### config.mk
export PLATFORM = sky130hd
export DESIGN_NAME = serport_regif
export DESIGN_NICKNAME = d
export VERILOG_FILES = /design/src/rtl/serport_pkg.sv /design/src/rtl/serport_decode.sv /design/src/rtl/serport_rxhold.sv /design/src/rtl/serport_rdmux.sv /design/src/rtl/serport_regif.sv
export SDC_FILE = /design/constraint.sdc
export NUM_CORES = 1
export LEC_CHECK = 0
export CAP_MARGIN = 20
export CELL_PAD_IN_SITES_DETAIL_PLACEMENT = 0
export CELL_PAD_IN_SITES_GLOBAL_PLACEMENT = 1
export CORE_ASPECT_RATIO = 1.4
export CORE_UTILIZATION = 19
export CTS_BUF_LIST = sky130_fd_sc_hd__clkbuf_8 sky130_fd_sc_hd__clkbuf_16
export CTS_CLUSTER_SIZE = 20
export DETAILED_ROUTE_END_ITERATION = 16
export PLACE_DENSITY_LB_ADDON = 0.1
export SETUP_SLACK_MARGIN = 0.05
export SLEW_MARGIN = 15
export SYNTH_ARGS = -nofsm -noshare
export SYNTH_HDL_FRONTEND = slang
export SYNTH_SLANG_ARGS = --single-unit
### constraint.sdc
create_clock -name clk -period 1.3 [get_ports clk]
set_input_delay 0.26 -clock clk [delete_from_list [all_inputs] [get_ports clk]]
set_output_delay 0.26 -clock clk [all_outputs]
set_load 0.02 [all_outputs]
### src/rtl/serport_pkg.sv
package serport_pkg;
  localparam int DATA_W    = 32;
  localparam int BYTE_W    = 8;
  localparam int BUS_BYTES = DATA_W / BYTE_W;
  localparam int NUM_REGS  = 3;

  localparam int IDX_TX = 0;
  localparam int IDX_RX = 1;
  localparam int IDX_ST = 2;

  localparam int ST_RXFULL_BIT = 0;
  localparam int ST_TXRDY_BIT  = 1;

  typedef struct packed {
    logic tx;
    logic rx;
    logic st;
  } hit_t;

  // full aligned word only
  function automatic logic access_ok(input logic [BUS_BYTES-1:0] be,
                                     input logic [1:0] lo);
    return (be == {BUS_BYTES{1'b1}}) && (lo == 2'b00);
  endfunction

  function automatic logic [DATA_W-1:0] status_word(input logic rx_full,
                                                    input logic tx_rdy);
    logic [DATA_W-1:0] w;
    w = '0;
    w[ST_RXFULL_BIT] = rx_full;
    w[ST_TXRDY_BIT]  = tx_rdy;
    return w;
  endfunction

  function automatic logic [DATA_W-1:0] byte_word(input logic [BYTE_W-1:0] b);
    return {{(DATA_W-BYTE_W){1'b0}}, b};
  endfunction
endpackage

### src/rtl/serport_decode.sv
module serport_decode
  import serport_pkg::*;
#(
  parameter int ADDR_W    = 5,
  parameter int WIN_BYTES = 24
) (
  input  logic                 bus_sel,
  input  logic                 bus_wr,
  input  logic [ADDR_W-1:0]    bus_addr,
  input  logic [BUS_BYTES-1:0] bus_be,
  output hit_t                 rd_hit,
  output hit_t                 wr_hit
);
  localparam int IDX_W = ADDR_W - 2;

  logic             legal;
  logic [IDX_W-1:0] idx;
  logic [NUM_REGS-1:0] sel_vec;

  always_comb begin
    idx   = bus_addr[ADDR_W-1:2];
    legal = bus_sel && access_ok(bus_be, bus_addr[1:0]) &&
            (32'(bus_addr) < 32'(WIN_BYTES));
  end

  for (genvar g = 0; g < NUM_REGS; g++) begin : g_sel
    assign sel_vec[g] = legal && (idx == IDX_W'(g));
  end

  always_comb begin
    rd_hit.tx = sel_vec[IDX_TX] && !bus_wr;
    rd_hit.rx = sel_vec[IDX_RX] && !bus_wr;
    rd_hit.st = sel_vec[IDX_ST] && !bus_wr;
    wr_hit.tx = sel_vec[IDX_TX] && bus_wr;
    wr_hit.rx = sel_vec[IDX_RX] && bus_wr;
    wr_hit.st = sel_vec[IDX_ST] && bus_wr;
  end
endmodule

### src/rtl/serport_rxhold.sv
module serport_rxhold
  import serport_pkg::*;
(
  input  logic              clk,
  input  logic              rst_n,
  input  logic [BYTE_W-1:0] rx_byte,
  input  logic              rx_valid,
  output logic              rx_ready,
  input  logic              clr,
  output logic [BYTE_W-1:0] hold_q,
  output logic              full_q
);
  logic accept;

  assign rx_ready = !full_q;
  assign accept   = rx_valid && rx_ready;

  always_ff @(posedge clk) begin
    if (!rst_n) begin
      hold_q <= '0;
      full_q <= 1'b0;
    end else if (accept) begin
      hold_q <= rx_byte;
      full_q <= 1'b1;
    end else if (clr) begin
      full_q <= 1'b0;
    end
  end

  AST_RX_LOAD: assert property (@(posedge clk) disable iff (!rst_n)
    accept |=> (full_q && hold_q == $past(rx_byte)));
  AST_RX_CLEAR: assert property (@(posedge clk) disable iff (!rst_n)
    (clr && !accept) |=> !full_q);
  AST_RX_KEEP: assert property (@(posedge clk) disable iff (!rst_n)
    (full_q && !clr) |=> (full_q && $stable(hold_q)));
endmodule

### src/rtl/serport_rdmux.sv
module serport_rdmux
  import serport_pkg::*;
(
  input  logic              clk,
  input  logic              rst_n,
  input  logic              rd_any,
  input  hit_t              rd_hit,
  input  logic [BYTE_W-1:0] hold_q,
  input  logic              full_q,
  input  logic              tx_ready,
  output logic [DATA_W-1:0] rdata_q
);
  logic [DATA_W-1:0] rd_word;

  always_comb begin
    if (rd_hit.st)      rd_word = status_word(full_q, tx_ready);
    else if (rd_hit.rx) rd_word = byte_word(hold_q);
    else                rd_word = '0;
  end

  always_ff @(posedge clk) begin
    if (!rst_n)      rdata_q <= '0;
    else if (rd_any) rdata_q <= rd_word;
  end

  AST_ST_UPPER_ZERO: assert property (@(posedge clk) disable iff (!rst_n)
    rd_hit.st |=> (rdata_q[DATA_W-1:2] == '0));
  AST_RDATA_HOLD: assert property (@(posedge clk) disable iff (!rst_n)
    !rd_any |=> $stable(rdata_q));
endmodule

### src/rtl/serport_regif.sv
module serport_regif
  import serport_pkg::*;
#(
  parameter int ADDR_W    = 5,
  parameter int WIN_BYTES = 24
) (
  input  logic                 clk,
  input  logic                 rst_n,
  input  logic                 bus_sel,
  input  logic                 bus_wr,
  input  logic [ADDR_W-1:0]    bus_addr,
  input  logic [BUS_BYTES-1:0] bus_be,
  input  logic [DATA_W-1:0]    bus_wdata,
  output logic [DATA_W-1:0]    bus_rdata,
  input  logic [BYTE_W-1:0]    rx_byte,
  input  logic                 rx_valid,
  output logic                 rx_ready,
  output logic [BYTE_W-1:0]    tx_byte,
  output logic                 tx_valid,
  input  logic                 tx_ready
);
  hit_t              rd_hit;
  hit_t              wr_hit;
  logic              rd_any;
  logic [BYTE_W-1:0] hold_q;
  logic              full_q;
  logic              unused_bits;

  serport_decode #(.ADDR_W(ADDR_W), .WIN_BYTES(WIN_BYTES)) u_decode (
    .bus_sel (bus_sel),
    .bus_wr  (bus_wr),
    .bus_addr(bus_addr),
    .bus_be  (bus_be),
    .rd_hit  (rd_hit),
    .wr_hit  (wr_hit)
  );

  serport_rxhold u_rxhold (
    .clk     (clk),
    .rst_n   (rst_n),
    .rx_byte (rx_byte),
    .rx_valid(rx_valid),
    .rx_ready(rx_ready),
    .clr     (rd_hit.rx),
    .hold_q  (hold_q),
    .full_q  (full_q)
  );

  assign rd_any = bus_sel && !bus_wr;

  serport_rdmux u_rdmux (
    .clk     (clk),
    .rst_n   (rst_n),
    .rd_any  (rd_any),
    .rd_hit  (rd_hit),
    .hold_q  (hold_q),
    .full_q  (full_q),
    .tx_ready(tx_ready),
    .rdata_q (bus_rdata)
  );

  // transmit passes straight through; no storage
  assign tx_valid = wr_hit.tx && tx_ready;
  assign tx_byte  = bus_wdata[BYTE_W-1:0];

  // status and receive writes have no target
  assign unused_bits = ^{bus_wdata[DATA_W-1:BYTE_W], wr_hit.rx, wr_hit.st};

  AST_TX_DROP: assert property (@(posedge clk) disable iff (!rst_n)
    !tx_ready |-> !tx_valid);
  AST_UNMAPPED_ZERO: assert property (@(posedge clk) disable iff (!rst_n)
    (rd_any && !(rd_hit.tx || rd_hit.rx || rd_hit.st)) |=> (bus_rdata == '0));
  AST_ONE_TARGET: assert property (@(posedge clk) disable iff (!rst_n)
    $onehot0({rd_hit.tx, rd_hit.rx, rd_hit.st, wr_hit.tx, wr_hit.rx, wr_hit.st}));
endmodule

Yosys cells after proc, flatten, opt, wreduce, memory -nomap -nowiden
Cells that the tools add are included.

Register bits: 41. Bits in latches: 0. Bits in writable memories: 0. Bits in read-only memories: 0. Input bits: 55. Output and inout bits: 42. Word-level logic and storage cells: 28. Memories: 0.

$add $sub $neg: 0. Multipliers: 0. Div/mod/pow operators: 0. Magnitude comparators: 1. Eq/ne operators: 3. Shift-type cells: 0. Muxes and demuxes: 4. Bitwise operators: 0. Reductions and logical operators: 17.

Operators with widths (count): 2-to-1 mux 32 bit (1); logical AND 1 bit (12); 2-to-1 mux 8 bit (1); less-than comparator 5 bit, second input constant (1); == test 4 bit, second input constant (1); == test 3 x 1 -> 1 bit, second input constant (1); == test 3 x 2 -> 1 bit, second input constant (1); zero test 3 bit (1); zero test 1 bit (2); zero test 2 bit (1); 2-to-1 mux 1 bit (2); nonzero test 2 bit (1).

Longest topological paths before layout
Gate-level depths: netlist (run 1).

Depth in word-level cells: 8. Depth in mapped cells: 4. Depth with buffers taken out: 3.

Hierarchy
A second synthesis (run 1) with hierarchy kept.

Cell total of the unflattened synthesis: 126. Area, all modules: 1074.8 um^2.

By module, submodules not included: serport_rdmux (times used 1, cells an instance 62, area an instance 533.0 um^2, seq. area each 160.2 um^2); serport_rxhold (times used 1, cells an instance 40, area an instance 376.6 um^2, seq. area each 180.2 um^2); serport_decode (times used 1, cells an instance 14, area an instance 85.1 um^2, seq. area each 0.0 um^2); serport_regif (times used 1, cells an instance 10, area an instance 80.1 um^2, seq. area each 0.0 um^2).

Worst setup path after synthesis (run 1)
OpenSTA, ideal clock, no wires.

Kind: input to output. Start point: in bus_addr[0]. End point: out tx_valid. Arrival time: 0.971 ns. Required time: 1.040 ns. Setup slack: 0.069 ns. Stages: 3. Path buffers: 0. Path through: nand4bb_2 nor2_1 and4_1.

Word-level cells in the longest chain between the ends: 7. Elaborated cells on any way between the ends: 8. Classes of those cells: order compare: 1; reduce/logical: 7.

RTL lines: start, declared (line serport_regif.sv:11) `input logic [ADDR_W-1:0] bus_addr,`; branches (longest 3 deep; another with less-than comparator 5 bit); logical AND 1 bit * (line serport_decode.sv:22) `legal = bus_sel && access_ok(bus_be, bus_addr[1:0]) &&`; logical AND 1 bit * (line serport_decode.sv:27) `assign sel_vec[g] = legal && (idx == IDX_W'(g));`; logical AND 1 bit * (line serport_decode.sv:34) `wr_hit.tx = sel_vec[IDX_TX] && bus_wr;`; logical AND 1 bit * (line serport_regif.sv:63) `assign tx_valid = wr_hit.tx && tx_ready;`; end, declared (line serport_regif.sv:19) `output logic tx_valid,`.

Mark *: on every way between the ends.

Worst setup path after layout (run 1)
Ends and elaborated chain as after synthesis.

==> flow_summary.ini, run 1 <==
[status]
result_of_the_run = finished clean

[timing]
hold-worst-slack_ns = 0.4652
hold_violation_total_from_the_final_report = 0
period_utilization_pct = 96.32
final.setup.worst_slack_ns = 0.04790
timing.final.setup_violations = 0
timing.final.crit_period_ns = 1.252
finClkSkew_ns = 0.007763
slew_violations = 0
fmaxAchievable_ghz = 0.7987
rsz0062_at_grt = true

[cells_and_area]
final-instance-count-excl-fill = 198
antenna-diode-count = 0
design.final.nets = 190
fin_util_pct = 27.93
layout-drive-gt1-share_pct = 26.12
syn_to_final_growth_pct = 41.12

[floorplan]
die_area_mm2 = 0.005336
horizontal_die_dimension_um = 62.03
die_height_um = 86.04
ios = 97
floorplan.core_area_mm2 = 0.004842
initial_core_util_pct = 19.79
placementRows = 30

[power]
fin_total_pwr_mw = 1.188
power.ir.vdd_worst_mv = 0.2877
power-per-cell-area_mw_per_mm2 = 878.0
leakagePower_nw = 0.6305

[clock_tree]
clockRootBuffer = clkbuf_8
clkSlewWorstSetupHoldPaths_ns = 0.07
cts.hold.buffers_added = 0
max-clock-path-buffers = 2
cts-buffers-inserted = 3
tritoncts = done
sink_count_of_the_clock_tree = 17
clock_latency_ns = 0.25
htreeDepth = 1

[detailed_routing]
postRouteAntennaNets = 0
dr_total_vias = 699
finalWirelength_mm = 1.942
1st_iter_drt_viols = 11
avgViaCountPerCell = 3.530
wl_per_cell_um = 9.808
drc = 0
firstDrtPassIters = 4

[synth]
post_synth_top_cells = buf_4, dfxtp_1, nor2b_1
synth_top_flop_cell = dfxtp_1
synth.distinct_cells = 20
yosys_warnings = 0
ys_top_cells_by_area = dfxtp_1, buf_4, a22o_1
area_of_the_mapped_netlist_um2 = 958.4
synth_top_area_share_pct = 35.51
synth_enable_flop_cells = 0
synth_area_leader_cell = dfxtp_1
asyncSetResetFlopFracSynth_pct = 0
yosys.cell_count.top_type = buf_4
synth.yosys.seq_area_share_pct = 35.51
post_synth.cell_area_avg_um2 = 10.09
post_synth_inst_count = 95
register_bit_count_reported_by_yosys = 17

[setup_path]
cpPeakStageDelay_ns = 0.23
worstPathMaxFanout = 2
critPathArrivalTime_ns = 0.99
cp-end-kind = primary output
cp_top_family = simple AND/OR/NAND/NOR gates
critPathKind = input pin to primary output
slowest_stage = nand4bb_4
crit_buf_inv = 2
worstPathRequired_ns = 1.04
worstPathCellList = buf_6 > nand4bb_4 > nor2_4 > and4_1 > buf_6
setup.worst_path.start_class = input pin
cpMostUsedCell = buf_6

[global_route]
first_global_vias = 626
wire_length_of_the_first_global_routing_pass_mm = 2.766
gr-total-overflow = 0
grt_antenna_before_repair = 0
grt_use_total_pct = 7.183
grt_start_max_net_pins = 12

[min_path]
worstHoldPathType = flop to flop

[placed_design]
place.detailed.instances = 193
place_congestion = 0.6397
dp_slack_ns = -0.8522
place.detailed.hpwl_mm = 1.582
portBuffers = 32

[run]
maxCapViolCount = 0
==> logic make-up (layout without fill, tap and decap cells) <==
kind of cell           after synthesis  after routing  share of synthesized area (%)
AO/OA/AOI/OAI                       13             13                          11.75
buffers and inverters               36             52                          26.76
flip-flops                          17             17                          35.51
multiplexers                         8              8                          8.355
other                                1             24                         0.3913
AND/OR/NAND/NOR                     20             20                          17.23
==> worst paths after layout <==
kind                 startpoint                 end  slack (ns)  cells after the start
max                 bus_addr[0]            tx_valid        0.05                      5
min          u_rxhold.hold_q[6]  u_rdmux.rdata_q[6]        0.47                      1
max reg2reg     u_rxhold.full_q  u_rxhold.hold_q[6]        0.20                      5
min reg2reg  u_rxhold.hold_q[6]  u_rdmux.rdata_q[6]        0.47                      1
==> registers in the layout (all words and copies together), names as in the netlist <==
signal and cells:
u_rdmux.rdata_q 8, u_rxhold.hold_q 8, u_rxhold.full_q 1
==> per-stage QoR <==
step / instance area (um2) / setup TNS (ns)
floorplan: 1045 / 0
global route: 1353 / 0
finish: 1353 / 0
detailed placement: 1294 / -5.355
global placement: 1294 / -5.031
CTS: 1360 / -0.02879
==> where the power goes <==
group	leakage [nW]	switching, mW	total [mW]	internal, mW
logic	0.470	0.131	0.241	0.110
clock network	0.0217	0.185	0.400	0.216
registers	0.139	0.00858	0.546	0.538
total	0.630	0.324	1.19	0.863
==> final cells by class <==
cell class	count	area, um2
Fill cell	519	3490
Sequential cell	17	340.3
Multi-Input combinational cell	65	489.2
Clock inverter	1	7.507
Clock buffer	3	41.29
Tap cell	64	80.08
Inverter	2	7.507
Timing Repair Buffer	46	386.6
==> cell usage in the layout (no fill, tap or decap), drive strengths merged <==
cell type and n:
nand2b 1, conb 24, clkdlybuf4s50 9, clkinvlp 1, o21ai 1, a21boi 1
nand3b 1, clkdlybuf4s15 3, clkbuf 9, inv 2, dlygate4sd2 11, nor2 2
and4 1, a41oi 1, nor2b 11, nand4bb 1, nor3 1, buf 17
dfxtp 17, nor4 1, a22o 10, mux2i 8, nand4b 1
==> timing repair <==
| action | in CTS | in global routing |
|---|---|---|
| buffers inserted | 1 | 0 |
| pin swaps | 6 | 2 |
| setup endpoints to repair | 18 | 12 |
| gates resized for setup | 43 | 14 |
| endpoints found under the hold margin | 0 | 0 |
==> routing by layer <==
layer	vias to the layer above	part of all wire [%]	wire length (um)	GRT usage, %
met5	-	0	0	0
met4	0	0.98	19	4.242
met3	2	7.2	139	1.508
met2	32	51	993	11.61
met1	318	41	790	8.364
li1	347	-	-	-
Note: power is estimated with default switching activity, not from simulation.
==> run 2: changes to the inputs <==
- SETUP_SLACK_MARGIN: 0.05 -> default
==> flow_summary.ini, run 2 (synthesis results as in run 1) <==
[floorplan]
die_area_mm2 = 0.005336
floorplan.core_area_mm2 = 0.004842
horizontal_die_dimension_um = 62.03
placementRows = 30
ios = 97
initial_core_util_pct = 19.79
die_height_um = 86.04

[setup_path]
reg2reg_setup_slack_ns = 0.16
setup.worst_path.start_class = input pin
critical_path.startpoint = bus_addr[0]
critPathArrivalTime_ns = 1.00
worstPathMaxFanout = 2
critical_path.reg2reg.endpoint = u_rxhold.hold_q[6]
cp-end-kind = primary output
rr_startpoint = u_rxhold.full_q
worstPathRequired_ns = 1.04
r2r_depth = 5
crit_path_end = tx_valid
critPathKind = input pin to primary output

[clock_tree]
cts-buffers-inserted = 3
clkSlewWorstSetupHoldPaths_ns = 0.07
cts.hold.buffers_added = 0
tritoncts = done
cts_setup_buffers = 0
sink_count_of_the_clock_tree = 17
max-clock-path-buffers = 2
clockRootBuffer = clkbuf_8
htreeDepth = 1
clock_latency_ns = 0.25

[status]
result_of_the_run = finished clean

[timing]
fmaxAchievable_ghz = 0.7919
hold_violation_total_from_the_final_report = 0
finClkSkew_ns = 0.007631
hold-worst-slack_ns = 0.4651
rsz0062_at_grt = true
timing.final.crit_period_ns = 1.263
slew_violations = 0
final.setup.worst_slack_ns = 0.03721
period_utilization_pct = 97.14
timing.final.setup_violations = 0

[power]
leakagePower_nw = 0.6411
power.ir.vdd_worst_mv = 0.2872
power-per-cell-area_mw_per_mm2 = 885.7
fin_total_pwr_mw = 1.182

[global_route]
grt_antenna_before_repair = 0
gr-total-overflow = 0
grt_use_total_pct = 7.094
grt_start_max_net_pins = 12
wire_length_of_the_first_global_routing_pass_mm = 2.725
first_global_vias = 616

[cells_and_area]
design.final.nets = 189
mostFrequentLayoutCell = conb_1
final_cell_mix = conb_1, dfxtp_1, buf_4
antenna-diode-count = 0
layout-drive-gt1-share_pct = 24.06
final-instance-count-excl-fill = 197
syn_to_final_growth_pct = 39.30
top_registers = u_rdmux.rdata_q (8), u_rxhold.hold_q (8), u_rxhold.full_q (1)
post_route_cell_area_mm2 = 0.001335
filler_cell_count = 522

[placed_design]
place_congestion = 0.6397
place.detailed.hpwl_mm = 1.582
place.detailed.instances = 193
portBuffers = 32
dp_slack_ns = -0.8522
post_dp_cell_area_mm2 = 0.001294

[detailed_routing]
met2WireLength_um = 982
firstDrtPassIters = 4
drc = 0
dr_total_vias = 687
wl_met3_um = 140
1st_iter_drt_viols = 14
finalWirelength_mm = 1.936
avgViaCountPerCell = 3.487
top_layer_in_use = met4
met1_wl_um = 794
postRouteAntennaNets = 0
wl_per_cell_um = 9.827

[run]
maxCapViolCount = 0

[min_path]
hold_path.startpoint = u_rxhold.hold_q[6]
worstHoldPathType = flop to flop
## run 2: through the flow
step / util (%) / setup TNS, ns
detailed placement: 26.72 / -5.355
global placement: 26.72 / -5.031
finish: 27.57 / 0
global route: 27.57 / -0.004156
CTS: 27.91 / -0.03813
floorplan: - / 0
## run 2: worst min path at each step
stage | end | slack (ns) | depth (start not counted)
floorplan | u_rxhold.hold_q[0] | 0.43 | 2
global placement | u_rdmux.rdata_q[6] | 0.45 | 1
detailed placement | u_rdmux.rdata_q[6] | 0.45 | 1
CTS | u_rdmux.rdata_q[6] | 0.47 | 1
global route | u_rdmux.rdata_q[2] | 0.49 | 1
finish | u_rdmux.rdata_q[6] | 0.47 | 1
## run 2: cell type report
| type | count | area [um2] | area share (%) |
|---|---|---|---|
| Clock buffer | 3 | 41.29 | 3.093 |
| Clock inverter | 1 | 7.507 | 0.5623 |
| Inverter | 2 | 7.507 | 0.5623 |
| Multi-Input combinational cell | 65 | 481.7 | 36.08 |
| Timing Repair Buffer | 45 | 376.6 | 28.21 |
| Sequential cell | 17 | 340.3 | 25.49 |
| Tap cell | 64 | 80.08 | 5.998 |
## run 2: repair_timing
item                                    CTS  global route
gates resized for setup                  38            11
pin swaps                                 3             3
endpoints found under the setup margin   18             9
## run 2: power breakdown
part	total [mW]	switching, mW	internal [mW]
logic	0.236	0.129	0.107
clock network	0.400	0.184	0.216
registers	0.546	0.00853	0.538
total	1.18	0.322	0.861
## run 2: worst max-delay path, cell delays in order
cell	delay [ns]
buf_6	0.09
nand4bb_4	0.23
nor2_4	0.11
and4_1	0.20
buf_6	0.12
## run 2: metal layers
metal | track usage (%) | vias up
li1 | - | 345
met1 | 8.273 | 308
met2 | 11.41 | 32
met3 | 1.508 | 2
met4 | 4.242 | 0
met5 | 0 | -
